==> src/rtl/uart_host_pkg.sv <==
package uart_host_pkg;
  localparam int unsigned ADDR_W = 3;

  // Register addresses
  localparam logic [ADDR_W-1:0] A_DATA = 3'd0;
  localparam logic [ADDR_W-1:0] A_CTRL = 3'd1;
  localparam logic [ADDR_W-1:0] A_STAT = 3'd2;
  localparam logic [ADDR_W-1:0] A_SEL  = 3'd3;
  localparam logic [ADDR_W-1:0] A_EXT  = 3'd4;

  // Bit positions shared by control, select, status and extended data
  localparam int unsigned B_TX    = 7;
  localparam int unsigned B_RX    = 5;
  localparam int unsigned B_OVR   = 3;
  localparam int unsigned B_NSEEN = 2;
  localparam int unsigned B_PSEEN = 1;
  localparam int unsigned B_NOISY = 7;
  localparam int unsigned B_PERR  = 6;

  // Direction index used by the request steering
  typedef enum int unsigned {DIR_TX = 0, DIR_RX = 1} dir_e;
endpackage

==> src/rtl/rx_flag_fifo.sv <==
module rx_flag_fifo #(
  parameter int unsigned DW    = 8,
  parameter int unsigned DEPTH = 8
) (
  input  logic          clk,
  input  logic          rst,
  input  logic          push,
  input  logic [DW-1:0] push_data,
  input  logic          push_noise,
  input  logic          push_perr,
  input  logic          pop,
  input  logic          ovr_clr,
  output logic [DW-1:0] head_data,
  output logic          head_noise,
  output logic          head_perr,
  output logic          empty,
  output logic          full,
  output logic          overrun,
  output logic          noise_seen,
  output logic          perr_seen
);
  localparam int unsigned PW = (DEPTH > 1) ? $clog2(DEPTH) : 1;
  localparam int unsigned CW = $clog2(DEPTH + 1);
  localparam int unsigned EW = DW + 2;

  logic [EW-1:0] mem [DEPTH];
  logic [PW-1:0] wptr, rptr;
  logic [CW-1:0] cnt, cnt_nx;
  logic          push_ok, pop_ok;

  assign empty   = (cnt == '0);
  assign full    = (cnt == CW'(DEPTH));
  assign push_ok = push && !full;
  assign pop_ok  = pop && !empty;

  // Storage: written without reset so that a RAM can be inferred
  always_ff @(posedge clk) begin
    if (push_ok) mem[wptr] <= {push_noise, push_perr, push_data};
  end

  assign {head_noise, head_perr, head_data} = mem[rptr];

  always_comb begin
    cnt_nx = cnt;
    if (push_ok && !pop_ok)      cnt_nx = cnt + 1'b1;
    else if (pop_ok && !push_ok) cnt_nx = cnt - 1'b1;
  end

  always_ff @(posedge clk) begin
    if (rst) begin
      wptr <= '0;
      rptr <= '0;
      cnt  <= '0;
    end else begin
      cnt <= cnt_nx;
      if (push_ok) wptr <= (wptr == PW'(DEPTH - 1)) ? '0 : wptr + 1'b1;
      if (pop_ok)  rptr <= (rptr == PW'(DEPTH - 1)) ? '0 : rptr + 1'b1;
    end
  end

  // Sticky flags: noise and parity clear once the queue drains
  always_ff @(posedge clk) begin
    if (rst) begin
      noise_seen <= 1'b0;
      perr_seen  <= 1'b0;
      overrun    <= 1'b0;
    end else begin
      if (cnt_nx == '0) begin
        noise_seen <= 1'b0;
        perr_seen  <= 1'b0;
      end else begin
        if (push_ok && push_noise) noise_seen <= 1'b1;
        if (push_ok && push_perr)  perr_seen  <= 1'b1;
      end
      if (push && full)  overrun <= 1'b1;
      else if (ovr_clr)  overrun <= 1'b0;
    end
  end

  p_no_overflow_r9: assert property (@(posedge clk) disable iff (rst)
    cnt <= CW'(DEPTH));
  p_drop_sets_ovr_r9: assert property (@(posedge clk) disable iff (rst)
    (push && full) |=> (overrun && full));
  p_sticky_clear_r10: assert property (@(posedge clk) disable iff (rst)
    empty |-> (!noise_seen && !perr_seen));
  p_noise_set_r10: assert property (@(posedge clk) disable iff (rst)
    (push && !full && push_noise) |=> noise_seen);
endmodule

==> src/rtl/tx_hold_reg.sv <==
module tx_hold_reg #(
  parameter int unsigned DW = 8
) (
  input  logic          clk,
  input  logic          rst,
  input  logic          load,
  input  logic [DW-1:0] load_data,
  input  logic          pop,
  output logic [DW-1:0] hold_data,
  output logic          hold_full
);
  always_ff @(posedge clk) begin
    if (rst) begin
      hold_full <= 1'b0;
      hold_data <= '0;
    end else if (load) begin
      hold_full <= 1'b1;
      hold_data <= load_data;
    end else if (pop) begin
      hold_full <= 1'b0;
    end
  end

  p_load_fills_r11: assert property (@(posedge clk) disable iff (rst)
    load |=> hold_full);
  p_pop_empties_r11: assert property (@(posedge clk) disable iff (rst)
    (pop && !load) |=> !hold_full);
endmodule

==> src/rtl/req_steer.sv <==
module req_steer #(
  parameter int unsigned NDIR = 2
) (
  input  logic            clk,
  input  logic            rst,
  input  logic [NDIR-1:0] en,
  input  logic [NDIR-1:0] pend,
  input  logic [NDIR-1:0] sel,
  output logic [NDIR-1:0] irq,
  output logic [NDIR-1:0] dma
);
  for (genvar d = 0; d < NDIR; d++) begin : g_dir
    always_ff @(posedge clk) begin
      if (rst) begin
        irq[d] <= 1'b0;
        dma[d] <= 1'b0;
      end else begin
        irq[d] <= en[d] && pend[d] && !sel[d];
        dma[d] <= en[d] && pend[d] &&  sel[d];
      end
    end
  end

  p_tx_excl_r1: assert property (@(posedge clk) disable iff (rst)
    !(irq[0] && dma[0]));
  p_tx_route_r1: assert property (@(posedge clk) disable iff (rst)
    (en[0] && pend[0]) |=> (irq[0] != dma[0]));
  p_rx_route_r2: assert property (@(posedge clk) disable iff (rst)
    (en[1] && pend[1] && sel[1]) |=> (dma[1] && !irq[1]));
  p_rx_gate_r3: assert property (@(posedge clk) disable iff (rst)
    !en[1] |=> (!irq[1] && !dma[1]));
endmodule

==> src/rtl/uart_host_regs.sv <==
module uart_host_regs
  import uart_host_pkg::*;
#(
  parameter int unsigned DW    = 8,
  parameter int unsigned DEPTH = 8
) (
  input  logic              clk,
  input  logic              rst,
  input  logic              bus_wr,
  input  logic              bus_rd,
  input  logic [ADDR_W-1:0] bus_addr,
  input  logic [DW-1:0]     bus_wdata,
  output logic [DW-1:0]     bus_rdata,
  input  logic              rx_push,
  input  logic [DW-1:0]     rx_data,
  input  logic              rx_noise,
  input  logic              rx_perr,
  input  logic              tx_pop,
  output logic [DW-1:0]     tx_data,
  output logic              tx_valid,
  output logic              tx_irq,
  output logic              tx_dma,
  output logic              rx_irq,
  output logic              rx_dma
);
  logic          tx_en_q, rx_en_q, tx_sel_q, rx_sel_q;
  logic [DW-1:0] head_data;
  logic          head_noise, head_perr, empty, full;
  logic          overrun, noise_seen, perr_seen;
  logic          wr_data, rd_data_pop, ovr_clr;
  logic [1:0]    irq_v, dma_v;
  logic [DW-1:0] rd_nx;

  assign wr_data     = bus_wr && (bus_addr == A_DATA);
  assign rd_data_pop = bus_rd && (bus_addr == A_DATA);
  assign ovr_clr     = bus_wr && (bus_addr == A_STAT) && bus_wdata[B_OVR];

  always_ff @(posedge clk) begin
    if (rst) begin
      tx_en_q  <= 1'b0;
      rx_en_q  <= 1'b0;
      tx_sel_q <= 1'b0;
      rx_sel_q <= 1'b0;
    end else if (bus_wr) begin
      if (bus_addr == A_CTRL) begin
        tx_en_q <= bus_wdata[B_TX];
        rx_en_q <= bus_wdata[B_RX];
      end
      if (bus_addr == A_SEL) begin
        tx_sel_q <= bus_wdata[B_TX];
        rx_sel_q <= bus_wdata[B_RX];
      end
    end
  end

  rx_flag_fifo #(.DW(DW), .DEPTH(DEPTH)) u_rxq (
    .clk(clk), .rst(rst),
    .push(rx_push), .push_data(rx_data), .push_noise(rx_noise), .push_perr(rx_perr),
    .pop(rd_data_pop), .ovr_clr(ovr_clr),
    .head_data(head_data), .head_noise(head_noise), .head_perr(head_perr),
    .empty(empty), .full(full), .overrun(overrun),
    .noise_seen(noise_seen), .perr_seen(perr_seen)
  );

  tx_hold_reg #(.DW(DW)) u_txh (
    .clk(clk), .rst(rst),
    .load(wr_data), .load_data(bus_wdata), .pop(tx_pop),
    .hold_data(tx_data), .hold_full(tx_valid)
  );

  req_steer #(.NDIR(2)) u_steer (
    .clk(clk), .rst(rst),
    .en({rx_en_q, tx_en_q}),
    .pend({!empty, !tx_valid}),
    .sel({rx_sel_q, tx_sel_q}),
    .irq(irq_v), .dma(dma_v)
  );

  assign tx_irq = irq_v[DIR_TX];
  assign tx_dma = dma_v[DIR_TX];
  assign rx_irq = irq_v[DIR_RX];
  assign rx_dma = dma_v[DIR_RX];

  always_comb begin
    rd_nx = '0;
    unique case (bus_addr)
      A_DATA: if (!empty) rd_nx = head_data;
      A_CTRL: begin
        rd_nx[B_TX] = tx_en_q;
        rd_nx[B_RX] = rx_en_q;
      end
      A_STAT: begin
        rd_nx[B_TX]    = !tx_valid;
        rd_nx[B_RX]    = !empty;
        rd_nx[B_OVR]   = overrun;
        rd_nx[B_NSEEN] = noise_seen;
        rd_nx[B_PSEEN] = perr_seen;
      end
      A_SEL: begin
        rd_nx[B_TX] = tx_sel_q;
        rd_nx[B_RX] = rx_sel_q;
      end
      A_EXT: if (!empty) begin
        rd_nx[B_NOISY] = head_noise;
        rd_nx[B_PERR]  = head_perr;
      end
      default: rd_nx = '0;
    endcase
  end

  always_ff @(posedge clk) begin
    if (rst)         bus_rdata <= '0;
    else if (bus_rd) bus_rdata <= rd_nx;
  end

  p_sel_zero_r4: assert property (@(posedge clk) disable iff (rst)
    (bus_rd && bus_addr == A_SEL) |=> (!bus_rdata[6] && bus_rdata[4:0] == '0));
  p_ext_empty_r7: assert property (@(posedge clk) disable iff (rst)
    (bus_rd && bus_addr == A_EXT && empty) |=> (bus_rdata == '0));
endmodule

==> config.mk <==
export PLATFORM = sky130hd
export DESIGN_NAME = uart_host_regs
export DESIGN_NICKNAME = d
export VERILOG_FILES = /design/src/rtl/uart_host_pkg.sv /design/src/rtl/rx_flag_fifo.sv /design/src/rtl/tx_hold_reg.sv /design/src/rtl/req_steer.sv /design/src/rtl/uart_host_regs.sv
export SDC_FILE = /design/constraint.sdc
export NUM_CORES = 1
export LEC_CHECK = 0
export ABC_AREA = 1
export CAP_MARGIN = 20
export CORE_MARGIN = 3
export CORE_UTILIZATION = 35
export CTS_BUF_LIST = sky130_fd_sc_hd__clkbuf_2 sky130_fd_sc_hd__clkbuf_4 sky130_fd_sc_hd__clkbuf_8
export CTS_CLUSTER_SIZE = 8
export DETAILED_ROUTE_END_ITERATION = 7
export PLACE_DENSITY = 0.62
export SLEW_MARGIN = 0
export SYNTH_ARGS = -nofsm -noshare
export SYNTH_HDL_FRONTEND = slang
export SYNTH_SLANG_ARGS = --single-unit
==> constraint.sdc <==
create_clock -name clk -period 4.8 [get_ports clk]
set_input_delay 0.96 -clock clk [delete_from_list [all_inputs] [get_ports clk]]
set_output_delay 0.96 -clock clk [all_outputs]
set_load 0.05 [all_outputs]
=== Yosys cells after proc, flatten, opt, wreduce, memory -nomap -nowiden ===
Memory sizes are Yosys's and may differ from the RTL's. A register that Yosys moved wholly into a read port is not among the register bits.
Cells that the tools add are included.

* Add/subtract/negate cells: 4
* Equal/unequal tests: 7
* Mux-type cells: 20
* Reduce and logical (&&, ||, !) cells: 32

{| class="wikitable"
|+ Operators with widths
! operator !! number
|-
| logical AND 1 bit || 17
|-
| 2-to-1 mux 3 bit || 4
|-
| == test 3 bit, second input constant || 3
|-
| zero test 4 bit || 2
|-
| 2-to-1 mux 1 bit || 8
|-
| 2-to-1 mux 4 bit || 2
|-
| 2-to-1 mux 8 bit || 1
|-
| zero test 1 bit || 7
|-
| adder 3 x 1 -> 3 bit, second input constant || 2
|-
| == test 3 x 2 -> 1 bit, second input constant || 2
|-
| case mux 3 bit (2 select lines) || 1
|-
| case mux 1 bit (5 select lines) || 1
|-
| adder 4 x 1 -> 4 bit, second input constant || 1
|-
| == test 4 bit, second input constant || 1
|-
| case mux 1 bit (4 select lines) || 1
|-
| AND reduction 2 bit || 2
|-
| nonzero test 2 bit || 2
|-
| subtractor 4 x 1 -> 4 bit, second input constant || 1
|-
| == test 3 x 1 -> 1 bit, second input constant || 1
|-
| zero test 3 bit || 1
|-
| 2-to-1 mux 2 bit || 1
|-
| case mux 1 bit (2 select lines) || 1
|-
| OR reduction 2 bit || 1
|}

* Register bits after elaboration: 38
* Bits in writable memories: 80
* Output and inout bits: 21
* Logic and storage cells: 81
* Memories kept: 1

{| class="wikitable"
|+ Memories
! name !! depth !! width !! rd ports !! clocked after memory_dff !! write ports !! RTL line !! text
|-
| u_rxq.mem || 8 || 10 || 1 || 1 || 1 || rx_flag_fifo.sv:26 || <nowiki>logic [EW-1:0] mem [DEPTH];</nowiki>
|}

=== Logic depth before layout (Yosys ltp) ===
Gate-level depths: netlist (run 1).

* Depth after elaboration: 9
* Mapped depth: 13

=== By module ===
From an unflattened synthesis (run 1), not the netlist that was laid out.

* Cell total of the unflattened synthesis: 499
* Area total of the unflattened synthesis: 4978.5 sq um

{| class="wikitable"
|+ Modules (own cells, without submodules)
! module !! instances !! cells an instance !! area each (sq um)
|-
| rx_flag_fifo || 1 || 348 || 3906.2
|-
| uart_host_regs || 1 || 96 || 634.4
|-
| tx_hold_reg || 1 || 38 || 304.0
|-
| req_steer || 1 || 17 || 133.9
|}

=== Least setup slack after synthesis (run 1) ===
Ideal clock, no wire load.

* Path type: in2reg
* Start: in rx_push
* End: mem u_rxq.mem[0][0] (netlist bit) (enable)
* Library setup time: 0.376 ns
* Arrival: 1.708 ns
* Setup slack: 2.716 ns
* Stages on the path: 4
* Path buffers: 0
* Cell sequence: nand2_4 > inv_4 > nand2_1 > nor2_1

* Longest elaborated chain between the ends: 3

{| class="wikitable"
|+ RTL lines
! element !! RTL line !! text
|-
| start, declared || uart_host_regs.sv:14 || <nowiki>input logic rx_push,</nowiki>
|-
| logical AND 1 bit || rx_flag_fifo.sv:33 || <nowiki>assign push_ok = push && !full;</nowiki>
|-
| 2-to-1 mux 1 bit || rx_flag_fifo.sv:38 || <nowiki>if (push_ok) mem[wptr] <= {push_noise, push_perr, push_data};</nowiki>
|-
| 2-to-1 mux 1 bit (implied by the code) || rx_flag_fifo.sv:38 ||
|-
| end, declared || rx_flag_fifo.sv:26 ||
|}

No other way between the ends.

=== Worst setup path in the final report (run 1) ===
* Start: in bus_addr[2]
* End: reg u_txh.hold_data[2]

* Longest elaborated chain between the ends: 2

{| class="wikitable"
|+ RTL lines
! element !! RTL line !! text
|-
| start, declared || uart_host_regs.sv:11 || <nowiki>input logic [ADDR_W-1:0] bus_addr,</nowiki>
|-
| zero test 3 bit || uart_host_regs.sv:34 || <nowiki>assign wr_data = bus_wr && (bus_addr == A_DATA);</nowiki>
|-
| logical AND 1 bit || uart_host_regs.sv:34 ||
|-
| end signal, assigned || tx_hold_reg.sv:18 || <nowiki>hold_data <= load_data;</nowiki>
|-
| end, declared || tx_hold_reg.sv:9 || <nowiki>output logic [DW-1:0] hold_data,</nowiki>
|}

No other way between the ends.
A chain may end at the register's enable or synchronous reset.

==> results of run 1 <==
## sequential cells by signal, indices dropped and copies added, names as in the netlist, 2 cells and up, named ones only
signal,cells
u_txh.hold_data,8
u_rxq.wptr,3
u_rxq.rptr,3
bus_rdata,8
u_steer.dma,2
u_rxq.mem,80
u_rxq.cnt,4
u_steer.irq,2
## cell type report
class                           instances  area share, %
Multi-Input combinational cell        317           26.0
Sequential cell                       121           52.8
Timing Repair Buffer                   50           8.07
Clock inverter                         14           2.95
Clock buffer                           18           3.95
Inverter                               41           2.60
Tap cell                              180           3.69
## metrics by stage
stage               util, %  hold slack, ps  setup WS, ps  std cells  cell area, µm²
detailed placement     40.7             407          1710        709            5690
global placement       40.7             411          1750        709            5690
global route           43.7             430          1960        741            6110
finish                 43.7             412          2180        741            6110
floorplan                 -             392          2720        497            5060
CTS                    43.7             417          2170        741            6110
## synth_stat cells, types with 3 or more instances
cell type / number
edfxtp_1: 80
nand2_1: 79
nor2_1: 70
nand3_1: 44
o21ai_0: 43
dfxtp_1: 41
inv_1: 34
a21oi_1: 29
o211ai_1: 10
clkbuf_1: 9
nand2_2: 7
buf_2: 6
ha_1: 6
o221ai_1: 4
inv_2: 3
nand3_2: 3
nor2_2: 3
## metal layers
layer / share of wire [%] / track usage (%) / vias up
met3: 4.7 / 3.10 / 9
met1: 44 / 18.3 / 1716
met4: 1.2 / 6.75 / 0
li1: - / - / 1811
met5: 0 / 0 / -
met2: 50 / 24.6 / 83
## cell families after synthesis
kind of cell	count (synthesis)	synth area share, %
and+or+nand+nor	216	19.1
buffers and inverters	59	4.92
AOI/OAI and AO/OA	94	10.6
DFF	121	63.7
adders and majority gates	6	1.48
xor gates and xnor gates	1	0.173
## worst max-delay path by stage
stage / endpoint / slack (ps) / cells past startpoint
global placement: u_txh.hold_data[7] / 1750 / 7
finish: u_txh.hold_data[2] / 2180 / 7
floorplan: u_rxq.mem[0][0] / 2720 / 4
CTS: tx_valid / 2170 / 1
detailed placement: u_txh.hold_data[7] / 1710 / 7
global route: u_txh.hold_data[0] / 1960 / 7
## power breakdown
part           leakage (nW)  internal (mW)  switching [mW]
Combinational         0.956         0.0676           0.129
Clock                 0.199          0.563           0.400
Sequential             1.06           1.14          0.0150
## placed cells by master, fill, tap and decap left out, drive strengths merged, types with 3 or more instances in the layout
master,instances
nand2,87
edfxtp,80
nor2,75
nand3,48
clkdlybuf4s50,47
o21ai,44
dfxtp,41
inv,39
a21oi,29
clkbuf,18
o211ai,10
clkinv,7
ha,6
clkinvlp,5
o221ai,4
bufinv,4
buf,3
==> key figures, run 1 <==
Detailed routing
  – Via count: between 3,000 and 4,000
  – Final Routed Wirelength: 11.4 mm
  – Residual DRC count: 0
  – DRT Pass-1 Iters: 5
  – Wire per inst: 15.4 µm
  – Final ANT Viol Nets: 0
  – DRT iter0 DRCs: 228
  – Vias per inst: 4.88

Clock tree
  – Number of CTS-inserted buffers: 17
  – Hold Buf Count CTS: 0
  – CTS H-Tree Depth: 4
  – CTS clk-pin slew, worst paths: 70 ps
  – Post-CTS Setup Bufs: 0
  – CTS tree: yes
  – Post-cts resize count: 0
  – Clk sinks: 121
  – Maximum root-to-sink buffer count: 2
  – Root buf cell: clkbuf_8
  – Skew-Pair Late Insertion Delay: between 400 and 500 ps

Cells and area
  – Nets: about 580
  – Ant. Diodes: 0
  – Area of the multi-input gates: 1590 µm²
  – Fill count: 1,298
  – Area Overhead vs Synth: 20.7%
  – Layout cell share with drive strength beyond 1: 10.7%
  – Register Area: 3220 µm²

STA
  – Final min period: approximately 2600 ps
  – Max transition margin: 34.3%
  – Fmax: 382 MHz
  – Worst Skew: 10.6 ps
  – RSZ-0062 raised after global routing: false
  – Final TNS setup: 0 ps
  – Fin. Hold Viols: 0
  – Slew Limit Fails: 0
  – Worst Tran Pin Value: a little under 1000 ps
  – Period utilization: 54.5%
  – # setup viols final: 0

Floorplanning
  – I/O Pins: 48
  – Core ar.: ~14,000 µm²
  – Chip Width: 126 µm
  – # rows: 43
  – Die area: 15,900 µm²
  – Initial Util: a little over a third
  – Die Span Y: around 130 µm

Setup path
  – CP cell instances: clkdlybuf4s50_1 > nor2_1 > inv_1 > nor2_1 > nand2_1 > nand2_1 > a21oi_1
  – Crit. Startpoint: bus_addr[2]
  – Critical Path RT: 5110 ps
  – Crit-path max FO: 11
  – R2R Setup Slk: between 2000 and 2500 ps
  – Crit start category: input port
  – Setup CP Type: in2reg
  – Buf/Inv on CP: 2
  – Crit end category: register
  – Crit-path slowest cell: nor2_1
  – R2R Path Start: u_rxq.cnt[0]
  – Cells on worst reg2reg path: 7
  – CP top delay family: simple AND/OR/NAND/NOR gates
  – Max incr delay on CP: slightly above 600 ps
  – Reg-to-reg endpoint: u_rxq.mem[0][3]
  – CP Data Arrival Time: ~2900 ps

Synthesis
  – Leading post-synthesis cells by cell area: edfxtp_1 (47%), dfxtp_1 (16%), nand2_1 (5.9%)
  – Biggest area consumer among synthesized cells: edfxtp_1
  – Share of the synthesized area in the top cell type: about 47%
  – FFs w/ async S/R, synth: 0%
  – Cells after Synth: a little under 500
  – Synthesized net count: 530
  – Register bit total from synthesis: 121
  – Ys flop type: edfxtp_1
  – Post-synthesis sequential area ratio: 63.7%
  – Synth Area per Inst: a little over 10 µm²
  – Mapped cell area: between 5000 and 6000 µm²
  – Library cells used by synthesis: 36
  – Post-synth EDFFs: 80
  – Synth warn: 0

Global route
  – Total track usage: approximately 15%
  – Initial antenna violation count: 0
  – Vias in the first global route: 3,612
  – First-pass GRT wire length: 18.4 mm
  – Largest net degree at the start of global routing: 43
  – Grt ovf: 0

Hold path
  – Hold crit path type: reg2reg
  – Hold Crit Depth: 1
  – Worst hold start: tx_sel_q
  – WHS Endpoint: u_steer.irq[0]

Run
  – Number of max-cap violations: 0

Power
  – Leakage power: ~2.2 nW
  – Pwr/cell area: roughly 380 nW/µm²
  – Max rail drop VDD: 0.157 mV
  – Total Power: 2.32 mW

Placed design
  – DP HPWL: about 7.7 mm
  – Gpl congestion: between 0.8 and 0.9
  – PortBufs: 47

Run status
  – Outcome: finished, final reports clean
Power figures use the tool's default switching activity.
==> run 2, diff against run 1 <==
clock period = 2.7 ns   (was 4.8 ns; I/O delays follow)
==> run 2 against run 1 <==
Net effect: utilization rose by 0.87 points; critical path depth fell by 6; power rose by 85%; clock power rose by 95%; setup slack got worse by 1700 ps; clock skew fell by 1.1 ps; routed wire length fell by 0.16%; first-iteration DRC count rose by 72%; via count rose by 2.1%; non-clock buffer count rose by 10; register-to-register slack got worse by 1700 ps; global-route usage rose by 0.10 points.
==> key figures, run 2 (synthesized netlist as in run 1, its figures left out) <==
Run status
  – Outcome: finished, final reports clean

Detailed routing
  – DRT Pass-1 Iters: 4
  – Via count: 3,694
  – Final ANT Viol Nets: 0
  – Residual DRC count: 0
  – DRT iter0 DRCs: 393
  – Wire per inst: 15.1 µm
  – Vias per inst: between 4 and 5
  – Final Routed Wirelength: 11.4 mm

Floorplanning
  – I/O Pins: 48
  – Core ar.: 14,000 µm²
  – Die area: 15,900 µm²
  – Chip Width: 126 µm
  – # rows: 43
  – Die Span Y: 126 µm
  – Initial Util: a little over a third

Power
  – Leakage power: about 2.3 nW
  – Max rail drop VDD: 0.344 mV
  – Pwr/cell area: 689 nW/µm²

Cells and area
  – Max FFs per register: 80
  – Final Cell Area: 6230 µm²
  – Nets: 591
  – Area Overhead vs Synth: 23.1%
  – Layout cell share with drive strength beyond 1: 12.6%
  – Most common cell after layout, fill and taps aside: edfxtp_1
  – Most frequent cells in the layout: edfxtp_1 (80), nand2_1 (79), nor2_1 (70)
  – Fill count: 1,346
  – Reg with most FFs: u_rxq.mem
  – Ant. Diodes: 0
  – Biggest regs: u_rxq.mem (80), bus_rdata (8), u_txh.hold_data (8)

STA
  – Slew Limit Fails: 0
  – Max transition margin: 52.9%
  – # setup viols final: 0
  – Period utilization: 80.3%
  – Final TNS setup: 0 ps
  – RSZ-0062 raised after global routing: false
  – Fmax: 461 MHz
  – Worst Skew: approximately 9.5 ps
  – Final min period: between 2000 and 2500 ps
  – Worst Tran Pin Value: ~710 ps
  – Fin. Hold Viols: 0

Setup path
  – Buf/Inv on CP: 1
  – Crit end category: output pin
  – CP cell instances: clkdlybuf4s50_1
  – Crit-path slowest cell: clkdlybuf4s50_1
  – CP Data Arrival Time: approximately 1600 ps
  – Setup CP Type: reg2out
  – Crit-path max FO: 2
  – Max incr delay on CP: 820 ps
  – CP top delay family: buffers and inverters
  – Crit start category: register
  – Critical Path RT: between 2000 and 2500 ps

Placed design
  – PortBufs: 47
  – Gpl congestion: 0.851
  – Post-DP Area: 5760 µm²
  – DP HPWL: around 7.5 mm

Global route
  – First-pass GRT wire length: approximately 19 mm
  – Total track usage: about 15%
  – Grt ovf: 0
  – Initial antenna violation count: 0
  – Largest net degree at the start of global routing: 42
  – Vias in the first global route: 3,638

Clock tree
  – CTS H-Tree Depth: 4
  – Clk sinks: 121
  – Skew-Pair Late Insertion Delay: ~430 ps
  – CTS tree: yes
  – Hold Buf Count CTS: 0
  – Number of CTS-inserted buffers: 17
  – CTS clk-pin slew, worst paths: 70 ps
  – Maximum root-to-sink buffer count: 2
  – Root buf cell: clkbuf_8
  – Post-cts resize count: 0
  – Post-CTS Setup Bufs: 0

Hold path
  – Hold crit path type: reg2reg

Run
  – Number of max-cap violations: 0
[run 2: cell types whose count changed in the layout (fill, tap and decap cells not counted)]
cell,previous run,this run
buf_4,3,13
clkinvlp_4,5,0
clkbuf_8,17,20
clkbuf_4,1,3
clkinv_1,4,2
bufinv_16,4,5
clkinv_2,3,4
[run 2: path summary, 6_finish.rpt]
kind	slack [ps]	to	from	cells after the start
worst max-delay path	530	bus_rdata[0]	bus_rdata[0]	1
worst min-delay path	420	u_steer.irq[0]	tx_sel_q	1
worst max register to register	670	bus_rdata[3]	u_rxq.cnt[0]	9
worst min register to register	420	u_steer.irq[0]	tx_sel_q	1
[run 2: where the power goes]
part           total [mW]  leakage (nW)  internal [mW]  switching, mW
Clock                1.88         0.244           1.20          0.682
Sequential           2.06          1.06           2.03         0.0245
Combinational       0.356          1.01          0.127          0.228
Total                4.29          2.31           3.36          0.934
[run 2: metrics by stage]
step	utilization, %	cells	setup slack [ps]	power (mW)	hold WS [ps]
finish	44.5	751	532	4.29	420
global route	44.5	751	379	4.45	450
CTS	44.5	751	488	4.33	422
detailed placement	41.2	719	68.3	2.46	411
global placement	41.2	719	64.1	2.45	407
floorplan	-	497	733	2.31	392
[run 2: layout make-up]
cell class	count	area, µm²	share of cell area (%)
clock buffer	23	298	4.78
clock inverter	9	170	2.73
inverter	41	159	2.55
multi-input combinational	317	1590	25.5
sequential	121	3220	51.7
tap	180	225	3.61
timing repair buffer	60	568	9.12
[run 2: routing by layer]
layer  track usage [%]  wire length [µm]
met5                 0                 0
met3              4.16               705
met2              22.4              5250
met1              19.9              5070
met4              6.69               332
